File: src/rtl/rob_pkg.sv
package rob_pkg;
  localparam int NTHR = 2;

  // Picks the thread to retire given which heads are ready and who went last.
  function automatic logic alt_choose(input logic [1:0] rdy, input logic last);
    if (rdy == 2'b11) return ~last;
    return rdy[1];
  endfunction
endpackage

File: src/rtl/rob_partition.sv
module rob_partition #(
  parameter int DEPTH  = 63,
  parameter int DEST_W = 6,
  localparam int IDX_W = $clog2(DEPTH),
  localparam int CNT_W = $clog2(DEPTH + 1)
) (
  input  logic              clk,
  input  logic              rst,
  input  logic              alloc_en,
  input  logic [DEST_W-1:0] alloc_dest,
  input  logic              alloc_store,
  input  logic              wb_en,
  input  logic [IDX_W-1:0]  wb_idx,
  input  logic              pop,
  output logic              full,
  output logic [IDX_W-1:0]  tail_idx,
  output logic              head_rdy,
  output logic [IDX_W-1:0]  head_idx,
  output logic [DEST_W-1:0] head_dest,
  output logic              head_store
);
  localparam logic [IDX_W-1:0] LAST_IDX = IDX_W'(DEPTH - 1);

  logic [DEST_W:0]    pay_mem [DEPTH];
  logic [DEPTH-1:0]   done_q;
  logic [IDX_W-1:0]   head_q, tail_q;
  logic [CNT_W-1:0]   cnt_q;

  function automatic logic [IDX_W-1:0] bump(input logic [IDX_W-1:0] p);
    return (p == LAST_IDX) ? '0 : p + 1'b1;
  endfunction

  // Payload storage: written once at allocation, no reset, RAM-friendly.
  always_ff @(posedge clk) begin
    if (alloc_en) pay_mem[tail_q] <= {alloc_store, alloc_dest};
  end

  // Completion flags: set by writeback, cleared when a slot is reissued.
  always_ff @(posedge clk) begin
    if (rst) begin
      done_q <= '0;
    end else begin
      if (wb_en)    done_q[wb_idx] <= 1'b1;
      if (alloc_en) done_q[tail_q] <= 1'b0;
    end
  end

  always_ff @(posedge clk) begin
    if (rst) begin
      head_q <= '0;
      tail_q <= '0;
      cnt_q  <= '0;
    end else begin
      if (alloc_en) tail_q <= bump(tail_q);
      if (pop)      head_q <= bump(head_q);
      case ({alloc_en, pop})
        2'b10:   cnt_q <= cnt_q + 1'b1;
        2'b01:   cnt_q <= cnt_q - 1'b1;
        default: cnt_q <= cnt_q;
      endcase
    end
  end

  assign full       = (cnt_q == CNT_W'(DEPTH));
  assign tail_idx   = tail_q;
  assign head_idx   = head_q;
  assign head_rdy   = (cnt_q != '0) && done_q[head_q];
  assign {head_store, head_dest} = pay_mem[head_q];

  AST_NO_OVERFLOW: assert property (@(posedge clk) disable iff (rst) alloc_en |-> !full);
  AST_POP_READY:   assert property (@(posedge clk) disable iff (rst) pop |-> head_rdy);
  AST_WB_LIVE:     assert property (@(posedge clk) disable iff (rst) wb_en |-> cnt_q != '0);
endmodule

File: src/rtl/rob_retire_arb.sv
module rob_retire_arb import rob_pkg::*; (
  input  logic       clk,
  input  logic       rst,
  input  logic [1:0] rdy,
  output logic       pick_vld,
  output logic       pick_tid
);
  logic last_q;

  assign pick_vld = |rdy;
  assign pick_tid = alt_choose(rdy, last_q);

  // Reset to thread 1 so thread 0 wins the first tie.
  always_ff @(posedge clk) begin
    if (rst)           last_q <= 1'b1;
    else if (pick_vld) last_q <= pick_tid;
  end

  AST_ALTERNATE: assert property (@(posedge clk) disable iff (rst)
    (pick_vld && rdy == 2'b11 && $past(pick_vld)) |-> pick_tid != $past(pick_tid));
endmodule

File: src/rtl/rob_dual_part.sv
module rob_dual_part import rob_pkg::*; #(
  parameter int PART_DEPTH = 63,
  parameter int DEST_W     = 6,
  localparam int IDX_W     = $clog2(PART_DEPTH)
) (
  input  logic                   clk,
  input  logic                   rst,
  input  logic [NTHR-1:0]        alloc_req,
  input  logic [NTHR*DEST_W-1:0] alloc_dest,
  input  logic [NTHR-1:0]        alloc_store,
  output logic [NTHR-1:0]        alloc_gnt,
  output logic [NTHR*IDX_W-1:0]  alloc_idx,
  input  logic                   wb_valid,
  input  logic                   wb_tid,
  input  logic [IDX_W-1:0]       wb_idx,
  output logic                   ret_valid,
  output logic                   ret_tid,
  output logic [DEST_W-1:0]      ret_dest,
  output logic                   st_req_valid,
  output logic                   st_req_tid,
  output logic [IDX_W-1:0]       st_req_idx,
  output logic [NTHR-1:0]        free_pulse
);
  logic [NTHR-1:0]   full_v, rdy_v, store_v, pop_v;
  logic [IDX_W-1:0]  tail_a [NTHR];
  logic [IDX_W-1:0]  hidx_a [NTHR];
  logic [DEST_W-1:0] hdst_a [NTHR];
  logic              pick_vld, pick_tid;

  for (genvar t = 0; t < NTHR; t++) begin : g_part
    localparam logic TID = 1'(t);

    assign alloc_gnt[t] = alloc_req[t] & ~full_v[t];
    assign alloc_idx[t*IDX_W +: IDX_W] = tail_a[t];
    assign pop_v[t] = pick_vld && (pick_tid == TID);

    rob_partition #(.DEPTH(PART_DEPTH), .DEST_W(DEST_W)) u_part (
      .clk         (clk),
      .rst         (rst),
      .alloc_en    (alloc_gnt[t]),
      .alloc_dest  (alloc_dest[t*DEST_W +: DEST_W]),
      .alloc_store (alloc_store[t]),
      .wb_en       (wb_valid && (wb_tid == TID)),
      .wb_idx      (wb_idx),
      .pop         (pop_v[t]),
      .full        (full_v[t]),
      .tail_idx    (tail_a[t]),
      .head_rdy    (rdy_v[t]),
      .head_idx    (hidx_a[t]),
      .head_dest   (hdst_a[t]),
      .head_store  (store_v[t])
    );
  end

  rob_retire_arb u_arb (
    .clk      (clk),
    .rst      (rst),
    .rdy      (rdy_v),
    .pick_vld (pick_vld),
    .pick_tid (pick_tid)
  );

  always_ff @(posedge clk) begin
    if (rst) begin
      ret_valid    <= 1'b0;
      ret_tid      <= 1'b0;
      ret_dest     <= '0;
      st_req_valid <= 1'b0;
      st_req_tid   <= 1'b0;
      st_req_idx   <= '0;
      free_pulse   <= '0;
    end else begin
      ret_valid    <= pick_vld;
      free_pulse   <= pop_v;
      st_req_valid <= pick_vld && store_v[pick_tid];
      if (pick_vld) begin
        ret_tid    <= pick_tid;
        ret_dest   <= hdst_a[pick_tid];
        st_req_tid <= pick_tid;
        st_req_idx <= hidx_a[pick_tid];
      end
    end
  end

  AST_ONE_RETIRE:     assert property (@(posedge clk) disable iff (rst) $onehot0(pop_v));
  AST_STORE_WITH_RET: assert property (@(posedge clk) disable iff (rst)
    st_req_valid |-> (ret_valid && st_req_tid == ret_tid));
  AST_FREE_MATCH:     assert property (@(posedge clk) disable iff (rst)
    ret_valid |-> ($countones(free_pulse) == 1 && free_pulse[ret_tid]));
  AST_FREE_QUIET:     assert property (@(posedge clk) disable iff (rst)
    !ret_valid |-> free_pulse == '0);
endmodule

File: config.mk
export PLATFORM = sky130hd
export DESIGN_NAME = rob_dual_part
export DESIGN_NICKNAME = d
export VERILOG_FILES = /design/src/rtl/rob_pkg.sv /design/src/rtl/rob_partition.sv /design/src/rtl/rob_retire_arb.sv /design/src/rtl/rob_dual_part.sv
export SDC_FILE = /design/constraint.sdc
export NUM_CORES = 1
export LEC_CHECK = 0
export ABC_CLOCK_PERIOD_IN_PS = 13700
export BUFFER_PORTS_ARGS = -buffer_cell sky130_fd_sc_hd__buf_4
export CAP_MARGIN = 15
export CORE_UTILIZATION = 40
export DETAILED_ROUTE_END_ITERATION = 16
export PLACE_DENSITY = 0.65
export SYNTH_ARGS = -nofsm -noshare
export SYNTH_HDL_FRONTEND = slang
export SYNTH_HIERARCHICAL = 1
export SYNTH_SLANG_ARGS = --single-unit
File: constraint.sdc
create_clock -name clk -period 13.7 [get_ports clk]
set_input_delay 1.37 -clock clk [delete_from_list [all_inputs] [get_ports clk]]
set_output_delay 1.37 -clock clk [all_outputs]
set_load 0.01 [all_outputs]
==> results of run 1 <==
[sequential cells by signal, indices dropped and copies added, names as in the netlist, named ones only]
register                cells
g_part.u_part/cnt_q        12
st_req_valid                1
g_part.u_part/head_idx     12
ret_tid                     1
u_arb/last_q                1
g_part.u_part/pay_mem     882
free_pulse                  2
g_part.u_part/done_q      126
ret_valid                   1
g_part.u_part/tail_idx     12
st_req_idx                  6
ret_dest                    6
[synth_stat cells (25+ instances only)]
library cell    n
nor2_1        200
a22oi_1        47
edfxtp_1      882
nand2b_1       34
dfxtp_1       192
mux2i_1        70
nand2_1        91
a21oi_1       161
mux4_2        219
nor3_1        150
nor2b_1        25
buf_2          30
o21ai_0        29
nand3_1        41
clkbuf_1       86
[layer usage]
layer	vias up	wire length [µm]	track usage, %	part of all wire, %
li1	10303	-	-	-
met1	12360	42470	26.18	40
met2	1126	51860	31.73	49
met3	209	7636	3.252	7.2
met4	2	4122	8.109	3.9
met5	-	9	0	0.0085
[worst min-delay path by stage]
stage / startpoint / endpoint / slack [ps] / cells after the start
6_report: u_arb/last_q / u_arb/last_q / 510 / 2
5_1_grt: g_part[1].u_part/done_q[61] / g_part[1].u_part/done_q[61] / 520 / 2
4_1_cts: u_arb/last_q / u_arb/last_q / 500 / 2
3_5_place_dp: u_arb/last_q / u_arb/last_q / 490 / 2
3_3_place_gp: u_arb/last_q / u_arb/last_q / 470 / 2
2_1_floorplan: u_arb/last_q / u_arb/last_q / 460 / 2
[power by group through the flow]
| stage | combinational (mW) | sequential [mW] | clock [mW] |
|---|---|---|---|
| after detailed placement | 0.134 | 3.62 | 0 |
| after CTS | 0.134 | 3.55 | 3.08 |
| final | 0.135 | 3.55 | 3.03 |
| after global routing | 0.143 | 3.55 | 3.19 |
| after global placement | 0.128 | 3.62 | 0 |
| after floorplan | 0.0544 | 3.61 | 0 |
[cells by family (layout without fill, tap and decap cells)]
kind of cell / after synthesis / in the layout / synth area share [%]
AOI/OAI and AO/OA: 359 / 359 / 5.315
xor gates and xnor gates: 24 / 24 / 0.4914
adders and majority gates: 14 / 14 / 0.4095
buffers and inverters: 177 / 297 / 2.094
DFF: 1074 / 1074 / 70.90
muxes: 310 / 310 / 13.90
and+or+nand+nor: 617 / 617 / 6.894
[layout make-up]
| class | count | area [µm²] |
|---|---|---|
| well taps | 1391 | 1740 |
| repair buffers | 84 | 634.4 |
| clock buffers | 131 | 2839 |
| multi-input cells | 1324 | 11550 |
| fillers | 8969 | 57700 |
| clock inverters | 66 | 840.8 |
| inverters | 16 | 60.06 |
| flip-flops and latches | 1074 | 30350 |
[worst max-delay path, cell delays in order (launching register included)]
cell and delay, ps:
dfxtp_1 940, mux4_2 370, mux2i_1 80, o211ai_1 240, nor2_1 80, o32ai_1 680
and2_1 820, nand2_1 200, inv_1 290, ha_1 380, xor2_1 130, ha_1 190
a21oi_1 290, o22ai_1 180, a222oi_1 380, o21ai_0 220, a21oi_1 170
==> run metrics, run 1 <==
antenna viol nets, final 0; Post-Route WL around 110000 µm; CTS tree built; input/output buffers 57; Final Cell Area 48010 µm²; clock group share of total power a little under half; area leader, netlist edfxtp_1; LEAKAGE 14.79 nW; largest net degree at the start of global routing 92; chip width 329.0 µm; Distinct cells, synth 66; number of DRC markers in iteration 0 2851; Synth area leaders edfxtp_1, mux4_2, dfxtp_1, a21oi_1, nor2_1; first-pass GRT wire length 157000 µm; Clock Latency Late Sink roughly 690 ps; DRC violations left 1; max cap viols 0; GPL Wtd Cong a little over 0.9; Sink Count 1074; Inst Count DP 3888; Final Setup Violations 0; Root Buffer clkbuf_16; Die ar. 108300 µm²; EDFF count, synth 882; Fmax 174.0 MHz; antenna violations before repair 1; r2r startpoint g_part[1].u_part/head_idx[2]; post-synthesis async set-or-reset flop share 0%; Routed WL per cell 25.97 µm; r2r setup slk 7950 ps; Comb pwr share 2.0%; Most used DFF post-synth edfxtp_1; failing checks DRC; commonest non-fill, non-tap cells in the layout edfxtp_1, mux4_2, nor2_1, dfxtp_1, a21oi_1; layout cells sized above 1 between 10% and 20%; CP arrival 6340 ps; fin util 45.42%; Tightest Pin Transition around 1300 ps; final hold violations 0; CP startpoint g_part[1].u_part/head_idx[2]; worst vdd ir between 0.0001 and 0.00015 V; Post-Layout Cell Count 4086; sequential element share of the synthesized area 70.90%; vias in the first global route between 20000 and 25000; IO Count 58; Total Nets Final 2645; HP Class register to register; Fin Hold WS 508.6 ps; H-tree Lvls 3; Synth top area share 61.91%; Worst Reg-to-Reg Cells 16; Post-Syn Area between 40000 and 50000 µm²; Post-DP Area 44330 µm²; area delta synth->final 12.24%; CP Launch Type register; syn avg cell area 16.61 µm²; clock buffer depth 3; total CTS buffers 105; Pre-antenna DRT Iters 14; Via Count 24000; worst slack at placement 8247 ps; clk slew on worst S/H paths around 60 ps; Placement Rows 119; required time worst endpoint 14300 ps; clk_skew 27.18 ps; Die Y 329.0 µm; core area 105700 µm²; post_cts resized 0; global route total overflow 0; pwr/cell area 139.8 nW/µm²; number of synthesized register bits around 1100; status finished with violations; Critical Path Sink Type register; Setup crit end g_part[1].u_part/cnt_q[4]; worst reg2reg path endpoint g_part[1].u_part/cnt_q[4]; Slew headroom 16.35%; GRT Resource Usage Total 19.56%; Tot Pwr 6.712 mW; RSZ-0062 raised after global routing no; DP HPWL slightly below 70000 µm; worst setup margin between 7000 and 8000 ps; switching pwr 1.347 mW; antenna cell count 0; Final Critical Period around 5700 ps; cts hold-fix bufs 0; Sw Share 20.06%; TNS Setup 0 ps; crit path kind register to register; Post-Synthesis Cells roughly 2600; internal power 5.366 mW; Slew Viols, Final 0; Final period util 41.95%; vias per cell 5.874; most common cell after layout, fill and taps aside edfxtp_1; Synth Net Count 2615; # Post-CTS Setup Buffers 0; Starting Density 40.47%; yosys warns 6; Crit Path Max Fanout 21; sequential share of power between 50% and 60%
No activity file was read; power rests on OpenSTA's default activity.
==> run 2: changes to the inputs <==
--- a/config.mk
+++ b/config.mk
@@ -5,7 +5,7 @@
 export SDC_FILE = /design/constraint.sdc
 export NUM_CORES = 1
 export LEC_CHECK = 0
-export ABC_CLOCK_PERIOD_IN_PS = 13700
+export ABC_CLOCK_PERIOD_IN_PS = 5430
 export BUFFER_PORTS_ARGS = -buffer_cell sky130_fd_sc_hd__buf_4
 export CAP_MARGIN = 15
 export CORE_UTILIZATION = 40
==> constraint.sdc (replaced) <==
create_clock -name clk -period 5.43 [get_ports clk]
set_input_delay 0.543 -clock clk [delete_from_list [all_inputs] [get_ports clk]]
set_output_delay 0.543 -clock clk [all_outputs]
set_load 0.01 [all_outputs]
==> run 2 against run 1 <==
Net effect:
- the run still ends with DRC left
- largest power group unchanged
- critical path depth is the same
- final cell count up 0.17%
- critical endpoint unchanged
- non-clock buffer count is 6 higher
- fmax grew 17%
- sequential power grew to 2.5 times the previous value
==> run metrics, run 2 (synthesized netlist as in run 1, its figures left out) <==
core area 105700 µm²; area delta synth->final 12.32%; Die ar. 108300 µm²; Fmax 203.5 MHz; GPL Wtd Cong 0.9542; internal power 13.34 mW; worst setup margin 516.0 ps; Clock Latency Late Sink 710 ps; number of DRC markers in iteration 0 2449; final hold violations 0; cts hold-fix bufs 0; largest net degree at the start of global routing 96; register area approximately 30000 µm²; Die Y 329.0 µm; worst vdd ir 0.0003069 V; Sw Share 20.62%; CP startpoint g_part[1].u_part/head_idx[0]; first-pass GRT wire length approximately 160000 µm; status finished with violations; DRC violations left 1; commonest non-fill, non-tap cells in the layout edfxtp_1, mux4_2, nor2_1, dfxtp_1, a21oi_1; clk slew on worst S/H paths 60 ps; Setup crit end g_part[1].u_part/cnt_q[4]; required time worst endpoint 5960 ps; antenna viol nets, final 0; sequential share of power 53.3%; Via Count 23917; most common cell after layout, fill and taps aside edfxtp_1; Post-Layout Cell Count between 4000 and 5000; crit path kind register to register; worst reg2reg path endpoint g_part[1].u_part/cnt_q[4]; total CTS buffers between 100 and 150; Routed WL per cell about 26 µm; pwr/cell area between 300 and 400 nW/µm²; Slowest-stage cell, CP dfxtp_1; CP Launch Type register; Slew headroom a little under a fifth; max reg flops 882; Crit path largest cell delay 890 ps; Starting Density 40.47%; Total Nets Final 2651; vias per cell 5.843; DP HPWL 70350 µm; CP arrival ~5400 ps; HP Class primary input to register; r2r setup slk between 500 and 600 ps; Worst Reg-to-Reg Cells 16; switching pwr 3.464 mW; clk_skew 43.78 ps; Sink Count 1074; Inst Count DP between 3000 and 4000; Fin Hold WS between 300 and 400 ps; Slew Viols, Final 0; RSZ-0062 raised after global routing no; antenna violations before repair 0; input/output buffers 57; H-tree Lvls 3; global route total overflow 0; clock buffer depth 3; max cap viols 0; Pre-antenna DRT Iters 12; Tightest Pin Transition 1221 ps; FILL cells 8985; layout cells sized above 1 18.36%; fin util 45.45%; antenna cell count 0; CTS tree built; worst slack at placement 442.8 ps; r2r startpoint g_part[1].u_part/head_idx[0]; Critical Path Sink Type register; Crit Path Max Fanout 28; chip width 329.0 µm; Comb pwr share 2.0%; failing checks DRC; Top reg by flops g_part.u_part/pay_mem; IO Count between 50 and 60; Post-Route WL 107200 µm; Final period util a little over 90%; Root Buffer clkbuf_16; Placement Rows 119; LEAKAGE 14.78 nW; TNS Setup 0 ps; multi-input logic area around 12000 µm²; GRT Resource Usage Total 19.90%; Final Setup Violations 0; CP Cell Sequence mux4_2, a22oi_1, a31oi_1, a31oi_1, o32ai_1, or2_2, nand2_1, inv_1, ha_1, xor2_1, ha_1, a21oi_1, o22ai_1, a222oi_1, or3_1, a21oi_1; vias in the first global route 24180; top flop regs g_part.u_part/pay_mem (882), g_part.u_part/done_q (126); Final Critical Period 4914 ps; clock group share of total power between 40 and 50%
-- run 2: area by class of cell --
class	count	share of cell area, %
Sequential cell	1074	63.16
Multi-Input combinational cell	1324	24.06
Clock buffer	139	5.888
Tap cell	1391	3.622
Clock inverter	59	1.612
Timing Repair Buffer	90	1.526
Inverter	16	0.1250
-- run 2: per-stage QoR --
step	cell area (µm²)	power, mW
3_3_place_gp	44420	9.455
3_5_place_dp	44420	9.474
4_1_cts	48020	16.91
5_1_grt	48050	17.25
6_report	48050	16.80
2_1_floorplan	42780	9.258
-- run 2: what timing repair did --
item                                    4_1_cts  5_1_grt
resized for setup                             0        2
buffers inserted                              0        0
endpoints found under the setup margin        0        1
-- run 2: power groups by stage --
stage	Clock, mW	Sequential (mW)	Combinational (mW)
after CTS	7.61	8.96	0.341
after global routing	7.93	8.96	0.364
after floorplan	0	9.12	0.137
after detailed placement	0	9.13	0.341
after global placement	0	9.13	0.326
final	7.50	8.96	0.344
-- run 2: worst min-delay path by stage --
stage / start / to / cells after the start
floorplan: u_arb/last_q / u_arb/last_q / 2
global placement: u_arb/last_q / u_arb/last_q / 2
detailed placement: u_arb/last_q / u_arb/last_q / 2
CTS: wb_idx[1] / g_part[0].u_part/done_q[33] / 4
global route: wb_idx[1] / g_part[0].u_part/done_q[40] / 4
finish: wb_idx[1] / g_part[0].u_part/done_q[40] / 4
-- run 2: layer usage --
metal / GRT usage [%] / part of all wire [%] / vias up
met5: 0 / 0 / -
met4: 8.059 / 4.0 / 0
met3: 3.053 / 6.4 / 225
met2: 32.42 / 48 / 966
met1: 26.77 / 41 / 12423
li1: - / - / 10303
-- run 2: worst max-delay path: cells and delay by family, from the launching register on --
family,cells,cell delay [ps]
buffers and inverters,1,170
adder cells (fa/ha/maj),2,540
AO/OA/AOI/OAI,8,1460
flip-flops,1,890
multiplexers,1,600
AND/OR/NAND/NOR,3,890
XOR/XNOR,1,190
